File: config.mk
export PLATFORM = sky130hd
export DESIGN_NAME = alu_flag_core
export DESIGN_NICKNAME = d
export VERILOG_FILES = /design/src/rtl/alu_pkg.sv /design/src/rtl/alu_logic_unit.sv /design/src/rtl/alu_arith_unit.sv /design/src/rtl/alu_flag_reg.sv /design/src/rtl/alu_flag_core.sv
export SDC_FILE = /design/constraint.sdc
export NUM_CORES = 1
export LEC_CHECK = 0
export CORE_MARGIN = 2
export CORE_UTILIZATION = 35
export CTS_BUF_LIST = sky130_fd_sc_hd__clkbuf_4
export CTS_CLUSTER_SIZE = 28
export DETAILED_ROUTE_END_ITERATION = 16
export PLACE_DENSITY = 0.7
export RECOVER_POWER = 25
export SLEW_MARGIN = 20
export SYNTH_ARGS = -nofsm -noshare
export SYNTH_HDL_FRONTEND = slang
export SYNTH_SLANG_ARGS = --single-unit
File: constraint.sdc
create_clock -name clk -period 5.5 [get_ports clk]
set_clock_uncertainty 0.15 [all_clocks]
set_input_delay 1.1 -clock clk [delete_from_list [all_inputs] [get_ports clk]]
set_output_delay 1.1 -clock clk [all_outputs]
set_load 0.02 [all_outputs]
File: src/rtl/alu_pkg.sv
package alu_pkg;
  typedef enum logic [3:0] {
    OP_AND  = 4'h0,
    OP_OR   = 4'h1,
    OP_XOR  = 4'h2,
    OP_NOT  = 4'h3,
    OP_TEST = 4'h4,
    OP_ADD  = 4'h5,
    OP_ADC  = 4'h6,
    OP_SUB  = 4'h7,
    OP_SBB  = 4'h8,
    OP_INC  = 4'h9,
    OP_DEC  = 4'hA,
    OP_NEG  = 4'hB
  } alu_op_e;

  typedef struct packed {
    logic c;
    logic o;
    logic z;
    logic s;
    logic p;
    logic a;
  } alu_flags_t;
endpackage

File: src/rtl/alu_logic_unit.sv
module alu_logic_unit
  import alu_pkg::*;
#(
  parameter int DW = 16
) (
  input  logic [3:0]    op,
  input  logic [DW-1:0] a,
  input  logic [DW-1:0] b,
  input  logic [DW-1:0] mask,
  output logic [DW-1:0] res,
  output logic          hit
);
  always_comb begin
    hit = 1'b1;
    res = '0;
    case (op)
      OP_AND, OP_TEST: res = a & b;
      OP_OR:           res = a | b;
      OP_XOR:          res = a ^ b;
      OP_NOT:          res = ~a & mask;
      default:         hit = 1'b0;
    endcase
  end
endmodule

File: src/rtl/alu_arith_unit.sv
module alu_arith_unit
  import alu_pkg::*;
#(
  parameter int DW = 16,
  parameter int NW = 8
) (
  input  logic [3:0]    op,
  input  logic          wide,
  input  logic [DW-1:0] a,
  input  logic [DW-1:0] b,
  input  logic [DW-1:0] mask,
  input  logic          cin,
  output logic [DW-1:0] res,
  output logic          carry,
  output logic          ovf,
  output logic          aux,
  output logic          hit
);
  localparam logic [DW-1:0] ONE = DW'(1);

  logic          sub;
  logic          cflag_in;
  logic [DW-1:0] x, y, yi;
  logic          ci;
  logic [DW:0]   sum;
  logic [4:0]    nib;
  logic          cout, sx, sy, sr;

  always_comb begin
    hit      = 1'b1;
    sub      = 1'b0;
    cflag_in = 1'b0;
    x        = a;
    y        = b;
    case (op)
      OP_ADD: ;
      OP_ADC: cflag_in = cin;
      OP_SUB: sub = 1'b1;
      OP_SBB: begin sub = 1'b1; cflag_in = cin; end
      OP_INC: y = ONE;
      OP_DEC: begin y = ONE; sub = 1'b1; end
      OP_NEG: begin x = '0; y = a; sub = 1'b1; end
      default: hit = 1'b0;
    endcase
  end

  // Subtraction is x + ~y + ~borrow within the selected width
  assign yi  = sub ? (~y & mask) : y;
  assign ci  = sub ? ~cflag_in : cflag_in;
  assign sum = {1'b0, x} + {1'b0, yi} + {{DW{1'b0}}, ci};
  assign nib = {1'b0, x[3:0]} + {1'b0, yi[3:0]} + {4'b0, ci};
  assign res = sum[DW-1:0] & mask;

  assign cout  = wide ? sum[DW] : sum[NW];
  assign carry = sub ? ~cout : cout;
  assign aux   = sub ? ~nib[4] : nib[4];

  assign sx  = wide ? x[DW-1]   : x[NW-1];
  assign sy  = wide ? yi[DW-1]  : yi[NW-1];
  assign sr  = wide ? res[DW-1] : res[NW-1];
  assign ovf = (sx == sy) && (sr != sx);
endmodule

File: src/rtl/alu_flag_reg.sv
module alu_flag_reg
  import alu_pkg::*;
(
  input  logic       clk,
  input  logic       rst,
  input  alu_flags_t en,
  input  alu_flags_t nxt,
  output alu_flags_t q
);
  always_ff @(posedge clk) begin
    if (rst) begin
      q <= '0;
    end else begin
      if (en.c) q.c <= nxt.c;
      if (en.o) q.o <= nxt.o;
      if (en.z) q.z <= nxt.z;
      if (en.s) q.s <= nxt.s;
      if (en.p) q.p <= nxt.p;
      if (en.a) q.a <= nxt.a;
    end
  end

  // reset clears every flag
  a_r1_reset_clears: assert property (@(posedge clk) rst |=> (q == '0));
endmodule

File: src/rtl/alu_flag_core.sv
module alu_flag_core
  import alu_pkg::*;
#(
  parameter int DW = 16,
  parameter int NW = 8
) (
  input  logic          clk,
  input  logic          rst,
  input  logic          valid_i,
  input  logic          wide_i,
  input  logic [3:0]    op_i,
  input  logic [DW-1:0] a_i,
  input  logic [DW-1:0] b_i,
  output logic [DW-1:0] res_o,
  output logic          res_we_o,
  output logic          cf_o,
  output logic          of_o,
  output logic          zf_o,
  output logic          sf_o,
  output logic          pf_o,
  output logic          af_o
);
  localparam logic [DW-1:0] NARROW_MASK = {{(DW-NW){1'b0}}, {NW{1'b1}}};

  logic [DW-1:0] mask, a_m, b_m;
  logic [DW-1:0] lres, ares, res_c;
  logic          lhit, ahit;
  logic          acarry, aovf, aaux;
  alu_flags_t    fq, fnxt, fen;

  assign mask = wide_i ? '1 : NARROW_MASK;
  assign a_m  = a_i & mask;
  assign b_m  = b_i & mask;

  alu_logic_unit #(.DW(DW)) u_logic (
    .op(op_i), .a(a_m), .b(b_m), .mask(mask), .res(lres), .hit(lhit)
  );

  alu_arith_unit #(.DW(DW), .NW(NW)) u_arith (
    .op(op_i), .wide(wide_i), .a(a_m), .b(b_m), .mask(mask), .cin(fq.c),
    .res(ares), .carry(acarry), .ovf(aovf), .aux(aaux), .hit(ahit)
  );

  assign res_c = lhit ? lres : (ahit ? ares : '0);

  always_comb begin
    fnxt.z = (res_c == '0);
    fnxt.s = wide_i ? res_c[DW-1] : res_c[NW-1];
    fnxt.p = ~^res_c[7:0];
    fnxt.c = lhit ? 1'b0 : acarry;
    fnxt.o = lhit ? 1'b0 : aovf;
    fnxt.a = lhit ? 1'b0 : aaux;
    fen    = '0;
    if (valid_i) begin
      case (op_i)
        OP_AND, OP_OR, OP_XOR, OP_TEST,
        OP_ADD, OP_ADC, OP_SUB, OP_SBB, OP_NEG: fen = '1;
        OP_INC, OP_DEC: begin fen = '1; fen.c = 1'b0; end
        default: fen = '0;
      endcase
    end
  end

  alu_flag_reg u_flags (.clk(clk), .rst(rst), .en(fen), .nxt(fnxt), .q(fq));

  assign res_o    = res_c;
  assign res_we_o = valid_i && (lhit || ahit) && (op_i != OP_TEST);
  assign cf_o = fq.c;
  assign of_o = fq.o;
  assign zf_o = fq.z;
  assign sf_o = fq.s;
  assign pf_o = fq.p;
  assign af_o = fq.a;

  // bitwise operations leave carry, overflow and half-carry clear
  a_r2_logic_clears: assert property (@(posedge clk) disable iff (rst)
    valid_i && (op_i == OP_AND || op_i == OP_OR || op_i == OP_XOR || op_i == OP_TEST)
    |=> (!cf_o && !of_o && !af_o));

  // NOT touches no flag
  a_r4_not_keeps_flags: assert property (@(posedge clk) disable iff (rst)
    valid_i && op_i == OP_NOT |=> $stable({cf_o, of_o, zf_o, sf_o, pf_o, af_o}));

  // zero and parity track the presented result
  a_r5_zero_parity: assert property (@(posedge clk) disable iff (rst)
    valid_i && op_i <= OP_NEG && op_i != OP_NOT
    |=> (zf_o == ($past(res_o) == '0)) && (pf_o == ~^$past(res_o[7:0])));

  // INC and DEC keep the carry
  a_r8_incdec_keep_carry: assert property (@(posedge clk) disable iff (rst)
    valid_i && (op_i == OP_INC || op_i == OP_DEC) |=> (cf_o == $past(cf_o)));

  // narrow mode never drives the high byte
  a_r10_narrow_upper: assert property (@(posedge clk) disable iff (rst)
    !wide_i |-> (res_o[DW-1:NW] == '0));

  // no strobe, no flag change
  a_r11_idle_hold: assert property (@(posedge clk) disable iff (rst)
    !valid_i |=> $stable({cf_o, of_o, zf_o, sf_o, pf_o, af_o}));
endmodule

==> impl_metrics.tcl, run 1 <==
set metrics [dict create \
    synth_enable_flop_cells 0 \
    power.density_cell_area_nw_per_um2 146 \
    cells_after_dpl 682 \
    ir_worst_vdd_v 0.0000505 \
    cts.path.max_buffers 2 \
    power.clock.fraction_pct 5.9 \
    numClockSinks 6 \
    yosys_warnings 0 \
    detail_route.vias_per_cell 5.15 \
    timing.max_slew.rel_slack_pct 63.7 \
    detailedPlacementHpwl_mm 7.64 \
    synth_compound_gate_area_share_pct 27.9 \
    root_buffer "clkbuf_4" \
    ios 63 \
    tritoncts "built" \
    mean_cell_area_of_the_mapped_netlist_um2 6.73 \
    timing.reg2reg.setup_slack_ns 1.37 \
    fill_cells 745 \
    synthDistinctLibCells 59 \
    run_status "finished, final reports clean" \
    drt_iter0_markers 128 \
    startpoint_type "primary input" \
    timing.final.hold_violations 0 \
    grt_max_degree 16 \
    postLayoutCellArea_um2 4700 \
    worst_ep_arrival_time_ns 4.16 \
    gp_congestion 0.914 \
    power.share.sequential_pct 7.5 \
    path_clk_slew_ns 0.04 \
    preCtsSetupSlack_ns -0.960 \
    simple_gate_fraction_of_synth_area_pct 23.4 \
    min-delay-path-class "flop to flop" \
    drc_errors 0 \
    synthMuxAreaShare_pct 0.855 \
    initial_antenna_violation_count 0 \
    drtAntennaViolNets 0 \
    chip_width_um 95.5 \
    max_clock_freq_mhz 185 \
    layout_setup_ws_ns 0.0898 \
    critical_path_required_ns 4.25 \
    layout.nets 694 \
    hold_path_startpoint "u_flags.q[4]" \
    wirelength_mm 9.82 \
    p_sw_share_pct 44.7 \
    groute.usage.overall_pct 21.2 \
    fin_cells 699 \
    io_buffer_count 62 \
    report.final.slew_viol_count 0 \
    clk_latency_ns 0.25 \
    combinational_family_with_the_most_area_after_synthesis "compound AO/OA/AOI/OAI gates" \
    worst_setup_end_kind "output port" \
    p_sw_uw 307 \
    placement.cell_area_um2 4350 \
    postCtsHoldBufs 0 \
    power.static_leakage_uw 0.00241 \
    reg2reg_to "u_flags.q[3]" \
    cts-htree-levels 1 \
    p_int_uw 381 \
    regMostFlops "u_flags.q" \
    largest_register_ff_count 6 \
    final.period_utilization_pct 98.4 \
    critical_path_class "primary input to output port" \
    postLayoutCoreUtil_pct 57.5 \
    fin_crit_ns 5.41 \
    max_cap_viol_count 0 \
    die_h_um 95.5 \
    holdPathEnd "u_flags.q[4]" \
    crit_path_max_fanout 4 \
    multi_input_area_um2 2730 \
    vias 3598 \
    route.detailed.wl_per_inst_um 14.0 \
    ys.flop_type "dfxtp_1" \
    floorplan.initialDensity_pct 35.8 \
    asyncSetResetFlopFracSynth_pct 0 \
    worst_hold_path.num_cells 1 \
    design.die.area_um2 9110 \
    ff_latch_area_um2 120 \
    r2r_cells 19 \
    num_antenna_cells 0 \
    syn_inst 435 \
    finalHoldWorstSlack_ns 0.315 \
    synth_area_um2 2930 \
    setup-violations-final 0 \
    vias_in_the_first_global_route 3447 \
    worst_slew_pin_tran_ns 0.544 \
    cts_buffers 3 \
    layout-area-overhead-vs-synth_pct 60.6 \
    synth.yosys.seq_area_share_pct 4.10 \
    ys_ff_latch 6 \
    placeable_core_area_um2 8180 \
    unrepaired_setup_endpoints_after_global_routing "yes" \
    fraction_of_the_mapped_netlist_area_in_adder_cells_pct 25.3 \
    regToRegStartpoint "u_flags.q[5]" \
    grt_overflow_total 0 \
    share_comb_of_total_power_pct 86.6 \
    grt_first_pass_wirelength_mm 15.7 \
    rows 33 \
    postSynthNetCount 533 \
    number_of_iterations_in_the_first_detailed_routing_pass 4 \
    yosys.area_share.xor_xnor_pct 8.97 \
    top_regs "u_flags.q (6)" \
    drive_gt1_share_pct 29.5 \
]
[area by class of cell]
type / count / area share, %
inverter: 53 / 4.34
timing repair buffer: 174 / 31.7
clock buffer: 3 / 0.479
tap: 105 / 2.79
multi-input combinational: 358 / 58.1
sequential: 6 / 2.55
[per-layer routing]
layer,vias to the layer above,part of all wire [%],GRT usage (%)
met5,-,0,0
met4,0,1.8,4.64
met3,16,4.4,1.74
met2,95,49,38.0
met1,1643,45,27.7
li1,1844,-,-
[cell usage in the layout, fill, tap and decap left out, types with 9 or more instances in the layout]
cell,synthesis,layout
xor2_1,13,13
clkdlybuf4s50_1,0,42
nor2_1,61,60
buf_4,0,104
nand2_1,49,47
ha_1,56,52
buf_6,1,10
xnor2_1,17,16
o21ai_0,13,10
a21oi_1,30,26
a22oi_1,15,9
inv_1,51,49
[power by group through the flow]
| stage | clock, µW | combinational, µW | sequential [µW] |
|---|---|---|---|
| global route | 44.1 | 652 | 52.2 |
| detailed placement | 0 | 555 | 52.8 |
| CTS | 41.4 | 573 | 52.0 |
| finish | 40.7 | 596 | 51.7 |
| global placement | 0 | 544 | 52.7 |
| floorplan | 0 | 288 | 59.0 |
[through the flow]
stage | setup TNS (ns) | total power, µW
final | 0 | 688
after global routing | -0.133 | 749
after CTS | 0 | 666
after detailed placement | -10.53 | 608
after global placement | -9.56 | 597
after floorplan | -0.0549 | 347
[worst max path at each step]
| stage | start | to | slack, ns |
|---|---|---|---|
| 6_report | op_i[0] | res_o[9] | 0.09 |
| 4_1_cts | op_i[1] | res_o[9] | 0.02 |
| 5_1_grt | op_i[1] | res_o[15] | -0.08 |
| 3_3_place_gp | op_i[0] | res_o[9] | -0.90 |
| 2_1_floorplan | op_i[2] | res_o[14] | -0.05 |
| 3_5_place_dp | op_i[0] | res_o[14] | -0.96 |
[critical path: stages]
cell and delay, ns:
buf_12 0.10, inv_6 0.03, ha_4 0.17, o31ai_4 0.32, nand2_1 0.11, o21ai_2 0.09
xnor2_2 0.14, inv_1 0.06, ha_1 0.27, nor2b_4 0.13, o2111a_2 0.25, o21a_1 0.18
o31a_1 0.26, o21a_1 0.19, or3_1 0.35, a31o_1 0.24, buf_6 0.14
[what timing repair did]
action | CTS | global route
pin swaps | 16 | 34
gates resized for setup | 74 | 39
buffers inserted | 8 | 6
setup endpoints to repair | 17 | 12
cloned | 0 | 1
hold endpoints to repair | 0 | 0
[cell usage after synthesis (2+ instances only)]
cell type,n,area share (%)
nor3b_1,3,0.77
fa_1,2,1.4
inv_2,2,0.26
nor2b_1,4,0.85
nor3_1,4,0.68
a21o_1,4,1.0
o21a_1,8,2.1
nor4_1,3,0.64
xnor2_1,17,5.1
nand2_1,49,6.3
xor2_1,13,3.9
o31a_1,2,0.60
dfxtp_1,6,4.1
or3_1,2,0.43
a221oi_1,7,2.1
a31oi_1,3,0.64
nand2b_1,4,0.85
a22o_1,3,0.90
nand3_1,5,0.85
a22oi_1,15,3.8
and3_1,2,0.43
o31ai_1,3,0.77
buf_2,2,0.34
o21ai_1,4,0.68
o22ai_1,3,0.64
nand4_1,2,0.43
o211ai_1,8,2.1
nor2_1,61,7.8
buf_1,2,0.26
and2_1,4,0.85
ha_1,56,24
a21oi_1,30,5.1
clkbuf_1,12,1.5
inv_1,51,6.5
o21ai_0,13,2.2
o221ai_1,3,0.90
[cell families (layout without fill, tap and decap cells)]
group           after synthesis  in the layout
compound gates              118            118
xor+xnor                     30             30
fa+ha+maj                    58             58
buf+inv                      71            230
flops                         6              6
mux                           2              2
simple gates                150            150
No activity file was read; power rests on OpenSTA's default activity.
==> inputs of run 2 (changes only) <==
--- a/config.mk
+++ b/config.mk
@@ -5,7 +5,7 @@
 export SDC_FILE = /design/constraint.sdc
 export NUM_CORES = 1
 export LEC_CHECK = 0
-export CORE_MARGIN = 2
+export CORE_MARGIN = 10
 export CORE_UTILIZATION = 35
 export CTS_BUF_LIST = sky130_fd_sc_hd__clkbuf_4
 export CTS_CLUSTER_SIZE = 28
==> impl_metrics.tcl, run 2 (synthesis gave the netlist of run 1 again) <==
set metrics [dict create \
    critical-path-slowest-cell "or3_1" \
    r2r_cells 19 \
    detailedPlacementHpwl_mm 8.41 \
    hold_path_startpoint "u_flags.q[4]" \
    io_buffer_count 62 \
    layout_common_cells "buf_4, nor2_1, ha_1" \
    ir_worst_vdd_v 0.0000558 \
    cts.path.max_buffers 2 \
    timing.max_slew.rel_slack_pct 65.8 \
    number_of_iterations_in_the_first_detailed_routing_pass 4 \
    ios 63 \
    path_clk_slew_ns 0.04 \
    cts-htree-levels 1 \
    max_cap_viol_count 0 \
    report.final.slew_viol_count 0 \
    chip_width_um 111 \
    worst_ep_arrival_time_ns 4.16 \
    design.die.area_um2 12400 \
    grt_overflow_total 0 \
    fin_cells 704 \
    min-delay-path-class "flop to flop" \
    critical_path_required_ns 4.25 \
    gp_congestion 0.895 \
    tritoncts "built" \
    timing.final.hold_violations 0 \
    power.static_leakage_uw 0.00247 \
    initial_antenna_violation_count 0 \
    unrepaired_setup_endpoints_after_global_routing "yes" \
    worst_slew_pin_tran_ns 0.511 \
    vias 3638 \
    setup-violations-final 0 \
    multi_input_area_um2 2740 \
    regToRegStartpoint "u_flags.q[5]" \
    finalHoldWorstSlack_ns 0.315 \
    power_uw 689 \
    num_antenna_cells 0 \
    placeable_core_area_um2 8180 \
    worst_setup_end_kind "output port" \
    detail_route.vias_per_cell 5.17 \
    ff_latch_area_um2 120 \
    final.period_utilization_pct 98.4 \
    crit_path_max_fanout 4 \
    grt_max_degree 23 \
    commonest_non_fill_non_tap_cell_in_the_layout "buf_4" \
    root_buffer "clkbuf_4" \
    numClockSinks 6 \
    drt_iter0_markers 116 \
    layout.nets 699 \
    largest_register_ff_count 6 \
    cp_cell_sequence "buf_12, buf_6, ha_4, o31ai_4, nand2_1, o21ai_2, xnor2_2, inv_1, ha_1, nor2b_4, o2111a_2, o21a_1, o31a_1, o21a_1, or3_1, a31o_1, buf_6" \
    drc_errors 0 \
    power.density_cell_area_nw_per_um2 145 \
    holdPathEnd "u_flags.q[4]" \
    critical_path_class "primary input to output port" \
    rows 33 \
    top_regs "u_flags.q (6)" \
    cells_after_dpl 692 \
    regMostFlops "u_flags.q" \
    reg2reg_to "u_flags.q[3]" \
    die_h_um 111 \
    floorplan.initialDensity_pct 35.8 \
    timing.reg2reg.setup_slack_ns 1.52 \
    groute.usage.overall_pct 15.6 \
    startpoint_type "primary input" \
    route.detailed.wl_per_inst_um 14.5 \
    grt_first_pass_wirelength_mm 17.1 \
    layout-area-overhead-vs-synth_pct 62.6 \
    drive_gt1_share_pct 29.5 \
    fin_crit_ns 5.41 \
    drtAntennaViolNets 0 \
    max_clock_freq_mhz 185 \
    setup-tns-final_ns 0 \
    vias_in_the_first_global_route 3744 \
    wirelength_mm 10.2 \
    cts_buffers 3 \
    clk_latency_ns 0.24 \
    fill_cells 759 \
    crit_path_max_incr_delay_ns 0.31 \
    run_status "finished, final reports clean" \
    worst_hold_path.num_cells 1 \
]
[run 2: cell types whose count changed in the layout (fill, tap and decap cells not counted), moves of 4 or more]
cell and change:
clkbuf_2 -5, a22oi_2 -4, buf_4 +8, buf_6 -4
a22oi_1 +4
[run 2: power breakdown]
group / internal, µW / total (µW) / switching (µW)
sequential: 49.0 / 52.2 / 3.16
combinational: 311 / 598 / 287
clock: 24.6 / 39.1 / 14.5
[run 2: how the worst max path moves through the flow]
stage	startpoint	endpoint	slack [ns]	cells past startpoint
after CTS	op_i[0]	res_o[9]	-0.07	17
after global placement	op_i[0]	res_o[14]	-0.90	16
after detailed placement	op_i[0]	res_o[14]	-0.95	16
after floorplan	op_i[2]	res_o[14]	-0.05	17
final	op_i[0]	res_o[9]	0.09	17
after global routing	op_i[0]	res_o[9]	-0.02	17
[run 2: final cells by class]
cell class	count	area share (%)
Multi-Input combinational cell	358	57.5
Sequential cell	6	2.52
Timing Repair Buffer	179	32.5
Tap cell	105	2.76
Inverter	53	4.23
Clock buffer	3	0.473
[run 2: critical path, delay by kind of cell]
| kind | cells | cell delay [ns] |
|---|---|---|
| AO/OA/AOI/OAI | 7 | 1.50 |
| XOR/XNOR | 1 | 0.13 |
| adder cells (fa/ha/maj) | 2 | 0.45 |
| buffers and inverters | 4 | 0.42 |
| AND/OR/NAND/NOR | 3 | 0.55 |
[run 2: repair_timing]
item | 4_1_cts | 5_1_grt
setup endpoints to repair | 17 | 11
hold buffers | 0 | 0
buffers inserted | 7 | 2
gates resized for setup | 82 | 30
pin swaps | 20 | 21
[run 2: metrics by stage]
stage,area (µm²),utilization [%],setup WS [ns]
floorplan,2960,-,-0.0549
global placement,4440,54.3,-0.900
detailed placement,4440,54.3,-0.951
CTS,4670,57.1,-0.0710
global route,4760,58.2,-0.0245
finish,4760,58.2,0.0884
[run 2: layer usage]
layer  global-route usage [%]  part of all wire [%]  vias up
li1                         -                     -     1848
met3                     2.04                   4.6       12
met5                        0                     0        -
met2                     29.2                    51       88
met4                     2.49                   1.1        0
met1                     18.7                    43     1690
